===== src/rtl/qspi_boot_pkg.sv =====
package qspi_boot_pkg;

  localparam logic [7:0] QREAD_CMD = 8'hEB;
  localparam logic [2:0] MODE_FAST = 3'b001;
  localparam logic [2:0] MODE_NORM = 3'b011;

  typedef enum logic [3:0] {
    ST_START,
    ST_HDR,
    ST_DUMMY,
    ST_DATA,
    ST_DONE,
    ST_USER,
    ST_ERR_REL,
    ST_ERR_LOW,
    ST_HALT
  } boot_state_e;

  // strobes from control to datapath, all decoded from control state
  typedef struct packed {
    logic clkRun;
    logic fastSel;
    logic loadHdr;
    logic hdrPhase;
    logic dataPhase;
  } dp_ctl_t;

endpackage


===== src/rtl/qspi_boot_dp.sv =====
module qspi_boot_dp
  import qspi_boot_pkg::*;
#(
  parameter int ADDR_W   = 24,
  parameter int LEN_W    = 16,
  parameter int FAST_DIV = 2,
  parameter int NORM_DIV = 4
) (
  input  logic              clk,
  input  logic              rstN,
  input  dp_ctl_t           ctl,
  input  logic [ADDR_W-1:0] startAddr,
  input  logic [LEN_W-1:0]  lengthIn,
  input  logic [3:0]        flashDataIn,
  output logic              flashClk,
  output logic [3:0]        flashDataOut,
  output logic              flashDataOe,
  output logic              fallTick,
  output logic              countHit,
  output logic [7:0]        byteOut,
  output logic              byteValid
);

  localparam int SH_W    = 8 + ADDR_W;
  localparam int DIV_MAX = (FAST_DIV > NORM_DIV) ? FAST_DIV : NORM_DIV;
  localparam int DIV_W   = $clog2(DIV_MAX + 1);

  logic [DIV_W-1:0] divCnt;
  logic [DIV_W-1:0] curDiv;
  logic [DIV_W-1:0] halfDiv;
  logic             riseTick;
  logic [SH_W-1:0]  shiftReg;
  logic [3:0]       hiNib;
  logic             lowNext;
  logic [LEN_W-1:0] byteCount;

  // flash clock generation: low for the first half of the divisor, high after
  assign curDiv   = ctl.fastSel ? DIV_W'(FAST_DIV) : DIV_W'(NORM_DIV);
  assign halfDiv  = curDiv >> 1;
  assign riseTick = ctl.clkRun && (divCnt == halfDiv - DIV_W'(1));
  assign fallTick = ctl.clkRun && (divCnt == curDiv - DIV_W'(1));
  assign flashClk = ctl.clkRun && (divCnt >= halfDiv);

  always_ff @(posedge clk or negedge rstN) begin
    if (!rstN) begin
      divCnt <= '0;
    end else if (!ctl.clkRun || fallTick) begin
      divCnt <= '0;
    end else begin
      divCnt <= divCnt + DIV_W'(1);
    end
  end

  // header shifter: command then address, one nibble per flash cycle
  always_ff @(posedge clk or negedge rstN) begin
    if (!rstN) begin
      shiftReg <= '0;
    end else if (ctl.loadHdr) begin
      shiftReg <= {QREAD_CMD, startAddr};
    end else if (ctl.hdrPhase && fallTick) begin
      shiftReg <= shiftReg << 4;
    end
  end

  assign flashDataOut = shiftReg[SH_W-1 -: 4];
  assign flashDataOe  = ctl.hdrPhase;

  // nibble capture and byte assembly, high nibble first
  always_ff @(posedge clk or negedge rstN) begin
    if (!rstN) begin
      hiNib     <= '0;
      lowNext   <= 1'b0;
      byteOut   <= '0;
      byteValid <= 1'b0;
      byteCount <= '0;
    end else begin
      byteValid <= 1'b0;
      if (ctl.loadHdr) begin
        lowNext   <= 1'b0;
        byteCount <= '0;
      end else if (ctl.dataPhase && riseTick) begin
        if (!lowNext) begin
          hiNib   <= flashDataIn;
          lowNext <= 1'b1;
        end else begin
          byteOut   <= {hiNib, flashDataIn};
          byteValid <= 1'b1;
          byteCount <= byteCount + LEN_W'(1);
          lowNext   <= 1'b0;
        end
      end
    end
  end

  assign countHit = (byteCount == lengthIn);

  // header nibble held steady while the flash clock is high
  a_r4_hdr_stable: assert property (@(posedge clk) disable iff (!rstN)
    (ctl.hdrPhase && flashClk) |-> $stable(flashDataOut))
    else $error("header nibble changed with flash clock high");

  // no byte beyond the programmed length
  a_r6_count_bound: assert property (@(posedge clk) disable iff (!rstN)
    byteValid |-> (byteCount <= lengthIn))
    else $error("byte count overran length");

endmodule


===== src/rtl/qspi_boot_ctrl.sv =====
module qspi_boot_ctrl
  import qspi_boot_pkg::*;
#(
  parameter int ADDR_W    = 24,
  parameter int DUMMY_W   = 4,
  parameter int NUM_CS    = 4,
  parameter int INIT_WAIT = 8,
  parameter int ERR_PULSE = 4,
  parameter int RST_LEN   = 4
) (
  input  logic               clk,
  input  logic               rstN,
  input  logic [2:0]         modeIn,
  input  logic [DUMMY_W-1:0] dummyCycles,
  input  logic               flashRstReq,
  input  logic               fallTick,
  input  logic               countHit,
  output dp_ctl_t            ctl,
  output logic [NUM_CS-1:0]  csN,
  output logic               csOe,
  output logic               statusN,
  output logic               confDone,
  output logic               initDone,
  output logic               flashRstN
);

  localparam int HDR_NIBS  = (8 + ADDR_W) / 4;
  localparam int DUMMY_MAX = 2 ** DUMMY_W;
  localparam int MAX_A     = (HDR_NIBS > DUMMY_MAX) ? HDR_NIBS : DUMMY_MAX;
  localparam int MAX_B     = (INIT_WAIT > ERR_PULSE) ? INIT_WAIT : ERR_PULSE;
  localparam int STEP_MAX  = (MAX_A > MAX_B) ? MAX_A : MAX_B;
  localparam int STEP_W    = $clog2(STEP_MAX + 1);
  localparam int RST_W     = $clog2(RST_LEN + 1);

  boot_state_e       state;
  logic [STEP_W-1:0] stepCnt;
  logic              fastReg;
  logic              modeValid;
  logic              inXfer;
  logic              busy;
  logic              rstPend;
  logic [RST_W-1:0]  rstCnt;

  assign modeValid = (modeIn == MODE_FAST) || (modeIn == MODE_NORM);

  always_ff @(posedge clk or negedge rstN) begin
    if (!rstN) begin
      state   <= ST_START;
      stepCnt <= '0;
      fastReg <= 1'b0;
    end else begin
      case (state)
        ST_START: begin
          fastReg <= (modeIn == MODE_FAST);
          stepCnt <= '0;
          state   <= modeValid ? ST_HDR : ST_ERR_REL;
        end
        ST_HDR: begin
          if (fallTick) begin
            if (stepCnt == STEP_W'(HDR_NIBS - 1)) begin
              stepCnt <= '0;
              state   <= (dummyCycles == '0) ? ST_DATA : ST_DUMMY;
            end else begin
              stepCnt <= stepCnt + STEP_W'(1);
            end
          end
        end
        ST_DUMMY: begin
          if (fallTick) begin
            if (stepCnt == STEP_W'(dummyCycles) - STEP_W'(1)) begin
              stepCnt <= '0;
              state   <= ST_DATA;
            end else begin
              stepCnt <= stepCnt + STEP_W'(1);
            end
          end
        end
        ST_DATA: begin
          if (fallTick && countHit) begin
            stepCnt <= '0;
            state   <= ST_DONE;
          end
        end
        ST_DONE: begin
          if (stepCnt == STEP_W'(INIT_WAIT - 1)) begin
            stepCnt <= '0;
            state   <= ST_USER;
          end else begin
            stepCnt <= stepCnt + STEP_W'(1);
          end
        end
        ST_ERR_REL: begin
          stepCnt <= '0;
          state   <= ST_ERR_LOW;
        end
        ST_ERR_LOW: begin
          if (stepCnt == STEP_W'(ERR_PULSE - 1)) begin
            stepCnt <= '0;
            state   <= ST_HALT;
          end else begin
            stepCnt <= stepCnt + STEP_W'(1);
          end
        end
        default: state <= state;
      endcase
    end
  end

  assign inXfer   = (state == ST_HDR) || (state == ST_DUMMY) || (state == ST_DATA);
  assign csOe     = inXfer || (state == ST_DONE) || (state == ST_USER);
  assign statusN  = (state == ST_DONE) || (state == ST_USER) ||
                    (state == ST_ERR_REL) || (state == ST_HALT);
  assign confDone = (state == ST_DONE) || (state == ST_USER);
  assign initDone = (state == ST_USER);

  // select 0 follows the transaction, the rest stay deasserted
  for (genvar gi = 0; gi < NUM_CS; gi++) begin : g_cs
    if (gi == 0) begin : g_primary
      assign csN[gi] = !inXfer;
    end else begin : g_spare
      assign csN[gi] = 1'b1;
    end
  end

  assign ctl.clkRun    = inXfer;
  assign ctl.fastSel   = fastReg;
  assign ctl.loadHdr   = (state == ST_START) && modeValid;
  assign ctl.hdrPhase  = (state == ST_HDR);
  assign ctl.dataPhase = (state == ST_DATA);

  // flash reset is held back until the transaction has closed
  assign busy = (state == ST_START) || inXfer;

  always_ff @(posedge clk or negedge rstN) begin
    if (!rstN) begin
      rstPend <= 1'b0;
      rstCnt  <= '0;
    end else if (rstCnt != '0) begin
      rstCnt <= rstCnt - RST_W'(1);
      if (flashRstReq) rstPend <= 1'b1;
    end else if ((rstPend || flashRstReq) && !busy) begin
      rstCnt  <= RST_W'(RST_LEN);
      rstPend <= 1'b0;
    end else if (flashRstReq) begin
      rstPend <= 1'b1;
    end
  end

  assign flashRstN = (rstCnt == '0);

  // decoded mode frozen once the start state has passed
  a_r1_mode_frozen: assert property (@(posedge clk) disable iff (!rstN)
    (state != ST_START) |=> $stable(fastReg))
    else $error("mode changed after sampling");

  // once the pads turn into selects they stay outputs
  a_r3_oe_sticky: assert property (@(posedge clk) disable iff (!rstN)
    csOe |=> csOe)
    else $error("select output enable dropped");

  // completion only after the byte count matched
  a_r7_done_on_count: assert property (@(posedge clk) disable iff (!rstN)
    $rose(confDone) |-> $past(countHit))
    else $error("done raised before full length");

  // user mode never without bitstream complete
  a_r8_init_after_conf: assert property (@(posedge clk) disable iff (!rstN)
    initDone |-> confDone)
    else $error("init done without conf done");

  // flash never reset while selected
  a_r10_no_rst_selected: assert property (@(posedge clk) disable iff (!rstN)
    !flashRstN |-> csN[0])
    else $error("flash reset during transaction");

endmodule


===== src/rtl/qspi_boot.sv =====
module qspi_boot
  import qspi_boot_pkg::*;
#(
  parameter int ADDR_W    = 24,
  parameter int LEN_W     = 16,
  parameter int DUMMY_W   = 4,
  parameter int NUM_CS    = 4,
  parameter int FAST_DIV  = 2,
  parameter int NORM_DIV  = 4,
  parameter int INIT_WAIT = 8,
  parameter int ERR_PULSE = 4,
  parameter int RST_LEN   = 4
) (
  input  logic               clk,
  input  logic               rstN,
  input  logic [2:0]         modeIn,
  output logic [NUM_CS-1:0]  csN,
  output logic               csOe,
  output logic               flashClk,
  output logic [3:0]         flashDataOut,
  output logic               flashDataOe,
  input  logic [3:0]         flashDataIn,
  input  logic [ADDR_W-1:0]  startAddr,
  input  logic [LEN_W-1:0]   lengthIn,
  input  logic [DUMMY_W-1:0] dummyCycles,
  output logic [7:0]         byteOut,
  output logic               byteValid,
  output logic               statusN,
  output logic               confDone,
  output logic               initDone,
  input  logic               flashRstReq,
  output logic               flashRstN
);

  dp_ctl_t ctlBus;
  logic    fallTick;
  logic    countHit;

  qspi_boot_ctrl #(
    .ADDR_W(ADDR_W), .DUMMY_W(DUMMY_W), .NUM_CS(NUM_CS),
    .INIT_WAIT(INIT_WAIT), .ERR_PULSE(ERR_PULSE), .RST_LEN(RST_LEN)
  ) u_ctrl (
    .clk(clk), .rstN(rstN), .modeIn(modeIn), .dummyCycles(dummyCycles),
    .flashRstReq(flashRstReq), .fallTick(fallTick), .countHit(countHit),
    .ctl(ctlBus), .csN(csN), .csOe(csOe), .statusN(statusN),
    .confDone(confDone), .initDone(initDone), .flashRstN(flashRstN)
  );

  qspi_boot_dp #(
    .ADDR_W(ADDR_W), .LEN_W(LEN_W), .FAST_DIV(FAST_DIV), .NORM_DIV(NORM_DIV)
  ) u_dp (
    .clk(clk), .rstN(rstN), .ctl(ctlBus), .startAddr(startAddr),
    .lengthIn(lengthIn), .flashDataIn(flashDataIn), .flashClk(flashClk),
    .flashDataOut(flashDataOut), .flashDataOe(flashDataOe),
    .fallTick(fallTick), .countHit(countHit), .byteOut(byteOut),
    .byteValid(byteValid)
  );

endmodule


===== config.mk =====
export PLATFORM = sky130hd
export DESIGN_NAME = qspi_boot
export DESIGN_NICKNAME = d
export VERILOG_FILES = /design/src/rtl/qspi_boot_pkg.sv /design/src/rtl/qspi_boot_dp.sv /design/src/rtl/qspi_boot_ctrl.sv /design/src/rtl/qspi_boot.sv
export SDC_FILE = /design/constraint.sdc
export NUM_CORES = 1
export LEC_CHECK = 0
export BUFFER_PORTS_ARGS = -buffer_cell sky130_fd_sc_hd__buf_4
export CAP_MARGIN = 20
export CELL_PAD_IN_SITES_DETAIL_PLACEMENT = 0
export CELL_PAD_IN_SITES_GLOBAL_PLACEMENT = 2
export CORE_UTILIZATION = 36
export CTS_CLUSTER_SIZE = 20
export DETAILED_ROUTE_END_ITERATION = 10
export GPL_ROUTABILITY_DRIVEN = 1
export HOLD_SLACK_MARGIN = 0.15
export PLACE_DENSITY_LB_ADDON = 0.1
export SLEW_MARGIN = 10
export SYNTH_ARGS = -nofsm -noshare
export SYNTH_HDL_FRONTEND = slang
export SYNTH_SLANG_ARGS = --single-unit

===== constraint.sdc =====
create_clock -name clk -period 3.6 [get_ports clk]
set_input_delay 0.36 -clock clk [delete_from_list [all_inputs] [get_ports clk]]
set_output_delay 0.36 -clock clk [all_outputs]
set_load 0.005 [all_outputs]

==> results.yml <==
yosys:
  avgSynthCellArea_um2: 8.82
  async_reset_ff_share_pct: 100
  netlist_instances: 466
  synth_ff_type: "dfrtp_1"
  synth_top_cell_by_area: "dfrtp_1"
  synth_commonest_cells: "107 x nand2_1, 79 x dfrtp_1, 49 x nor2_1"
  synth-edff-count: 0
  ys_types: 53
  synth.area.top_cells: "dfrtp_1 48%, nand2_1 9.8%, xnor2_1 5.5%, nor2_1 4.5%, a31oi_1 3.5%"
  yosysSeqAreaShare_pct: 48.1
  synth_most_common_cell: "nand2_1"
  netlist.area_leader.share_pct: 48.1
  ys_warn_count: 0
  synth-seq-cells: 79
  synth_area_um2: 4110
detailed_routing:
  drc: 0
  wirelength_um: 9750
  dr.pass1.iters: 4
  drtIter0Drc: 154
  vias: 3424
  ant_nets: 0
  post_drt_wl_per_cell_um: 14.4
  viasPerCell: 5.07
clocking:
  numCtsBuffers: 9
  path_clk_slew_ns: 0.06
  h-tree-depth: 3
  cts_tree: "built"
  holdBufCountCts: 0
  clockRootBuffer: "clkbuf_16"
  clock-sinks: 79
  clockBufferDepth: 2
  post_cts_buffers: 0
  post_cts_resized: 0
  clock_latency_ns: 0.33
critical_path:
  worstSetupPathType: "flop to flop"
  path_max_fanout: 8
  timing.rr.start: "u_dp.byteCount[3]"
  worstSetupEndpointType: "flop"
  critPathRequiredTime_ns: 3.81
  rrSetupSlack_ns: 1.16
  startpoint: "u_dp.byteCount[3]"
  cp.arrival_ns: 2.65
  cp-start-kind: "flop"
  endpoint: "u_ctrl.state[2]"
  r2r_cells: 6
  reg2reg_to: "u_ctrl.state[2]"
sta:
  timing.slew.headroom_pct: 35.1
  fmax_mhz: 409
  finalSetupViolCount: 0
  setup_tns_ns: 0
  report.final.hold_viol_count: 0
  post-route-period-util_pct: 67.8
  slew_viol_final: 0
  worst_clock_skew_ns: 0.00662
  rsz0062_at_grt: "no"
  period_needed_ns: 2.44
  tightest_slew_ns: 0.971
  layout_setup_ws_ns: 1.16
power_and_ir_drop:
  intPower_mw: 2.58
  cellLeakagePower_nw: 2.33
  p_seq_share_pct: 42.1
  swShare_pct: 36.2
  comb_power_share_pct: 35.7
  clock_power_share_pct: 22.2
  power_density_nw_per_um2: 797
  ir_worst_vdd_mv: 0.319
  p_sw_mw: 1.47
run_status:
  outcome: "finished, final reports clean"
floorplanning:
  core_um2: 11000
  start_util_pct: 37.4
  die_w_um: 109
  die_height_um: 109
  die_area_um2: 11800
  io_pins: 78
  num_rows: 38
global_routing:
  grt_max_degree: 80
  grt_usage_pct: 17.6
  antenna_found_initial: 0
  grt_pass1_vias: 3287
  grt_pass1_wl_um: 16100
  grt-ovfl-total: 0
place:
  globalplace.congestion: 0.752
  hpwl_um: 6850
  io_buffers: 74
  dpl_worst_slack_ns: 1.20
job:
  drv_cap: 0
cells_and_area:
  final_layout_size_suffix_gt1_share_pct: 20.5
  antennaDiodeCount: 0
  nets: 592
  syn2layout_area_growth_pct: 23.7
hold_path:
  min_path_type: "primary input to flop"
  hp-start: "modeIn[1]"
[logic make-up after synthesis]
group	Yosys count	share of synthesized area [%]
AOI/OAI and AO/OA	82	13.1
adders and majority gates	7	2.13
muxes	7	1.89
and+or+nand+nor	222	23.9
buffers and inverters	38	4.38
other	1	0.0912
xor gates and xnor gates	30	6.39
DFF	79	48.1
[power by group through the flow]
stage	clock, mW	combinational [mW]	sequential [mW]
global route	0.966	1.63	1.77
detailed placement	0	1.45	1.72
floorplan	0	1.14	1.54
global placement	0	1.43	1.72
finish	0.901	1.45	1.70
CTS	0.928	1.46	1.71
[worst min-delay path by stage]
stage,end,slack (ns),cells after the start
5_1_grt,u_ctrl.fastReg,0.22,2
6_report,u_ctrl.fastReg,0.21,2
2_1_floorplan,u_ctrl.fastReg,0.06,0
3_5_place_dp,u_dp.byteOut[7],0.45,2
4_1_cts,u_ctrl.fastReg,0.21,2
3_3_place_gp,u_dp.byteOut[4],0.45,2
[registers in the layout, indices dropped and copies added (netlist names)]
name            count
u_ctrl.state        4
u_dp.byteOut        8
u_ctrl.fastReg      1
u_dp.shiftReg      32
u_ctrl.rstCnt       3
u_dp.hiNib          4
u_dp.lowNext        1
u_ctrl.rstPend      1
u_dp.byteValid      1
u_ctrl.stepCnt      5
u_dp.byteCount     16
u_dp.divCnt         3
[metrics by stage]
step	hold WS [ns]	instances	area (um^2)	total power [mW]	util, %
after floorplan	0.0644	468	4120	2.68	-
after global placement	0.446	658	4740	3.15	43.2
after detailed placement	0.453	658	4740	3.17	43.2
after CTS	0.209	674	5040	4.10	45.9
after global routing	0.218	676	5080	4.37	46.3
final	0.215	676	5080	4.05	46.3
[cells in the final DEF (no fill, tap or decap), drive strengths merged, types with 4 or more instances in the layout]
cell type  count
a21oi         10
a22o           4
a31oi         23
and2           5
and3           4
buf           80
clkbuf        12
dfrtp         79
ha             7
inv           11
mux2           6
nand2        107
nand2b         4
nand3         20
nand4          5
nor2          49
nor3           9
nor4           4
o21ai         23
o21bai         4
or3            4
xnor2         26
xor2           4
[metal layers]
metal	routed length (um)	global-route usage (%)	up-vias
met2	4490	28.3	64
met5	0	0	-
li1	-	-	1708
met4	133	6.66	0
met1	4740	23.7	1639
met3	384	2.87	13
[area by class of cell]
class                      instances  area (um^2)
clock buffer                      12          267
sequential                        79         1980
tap                              140          175
clock inverter                     4         33.8
inverter                           9         33.8
fill                            1105         5900
multi-input combinational        351         1970
timing repair buffer              81          631
[critical path: stages (launching register included)]
cell and delay [ns]:
dfrtp_1 0.46, xnor2_1 0.20, nand4_1 0.13, nor4_1 0.53
o21ai_1 0.31, a211o_1 0.40, mux2_2 0.30
Power figures use the tool's default switching activity.
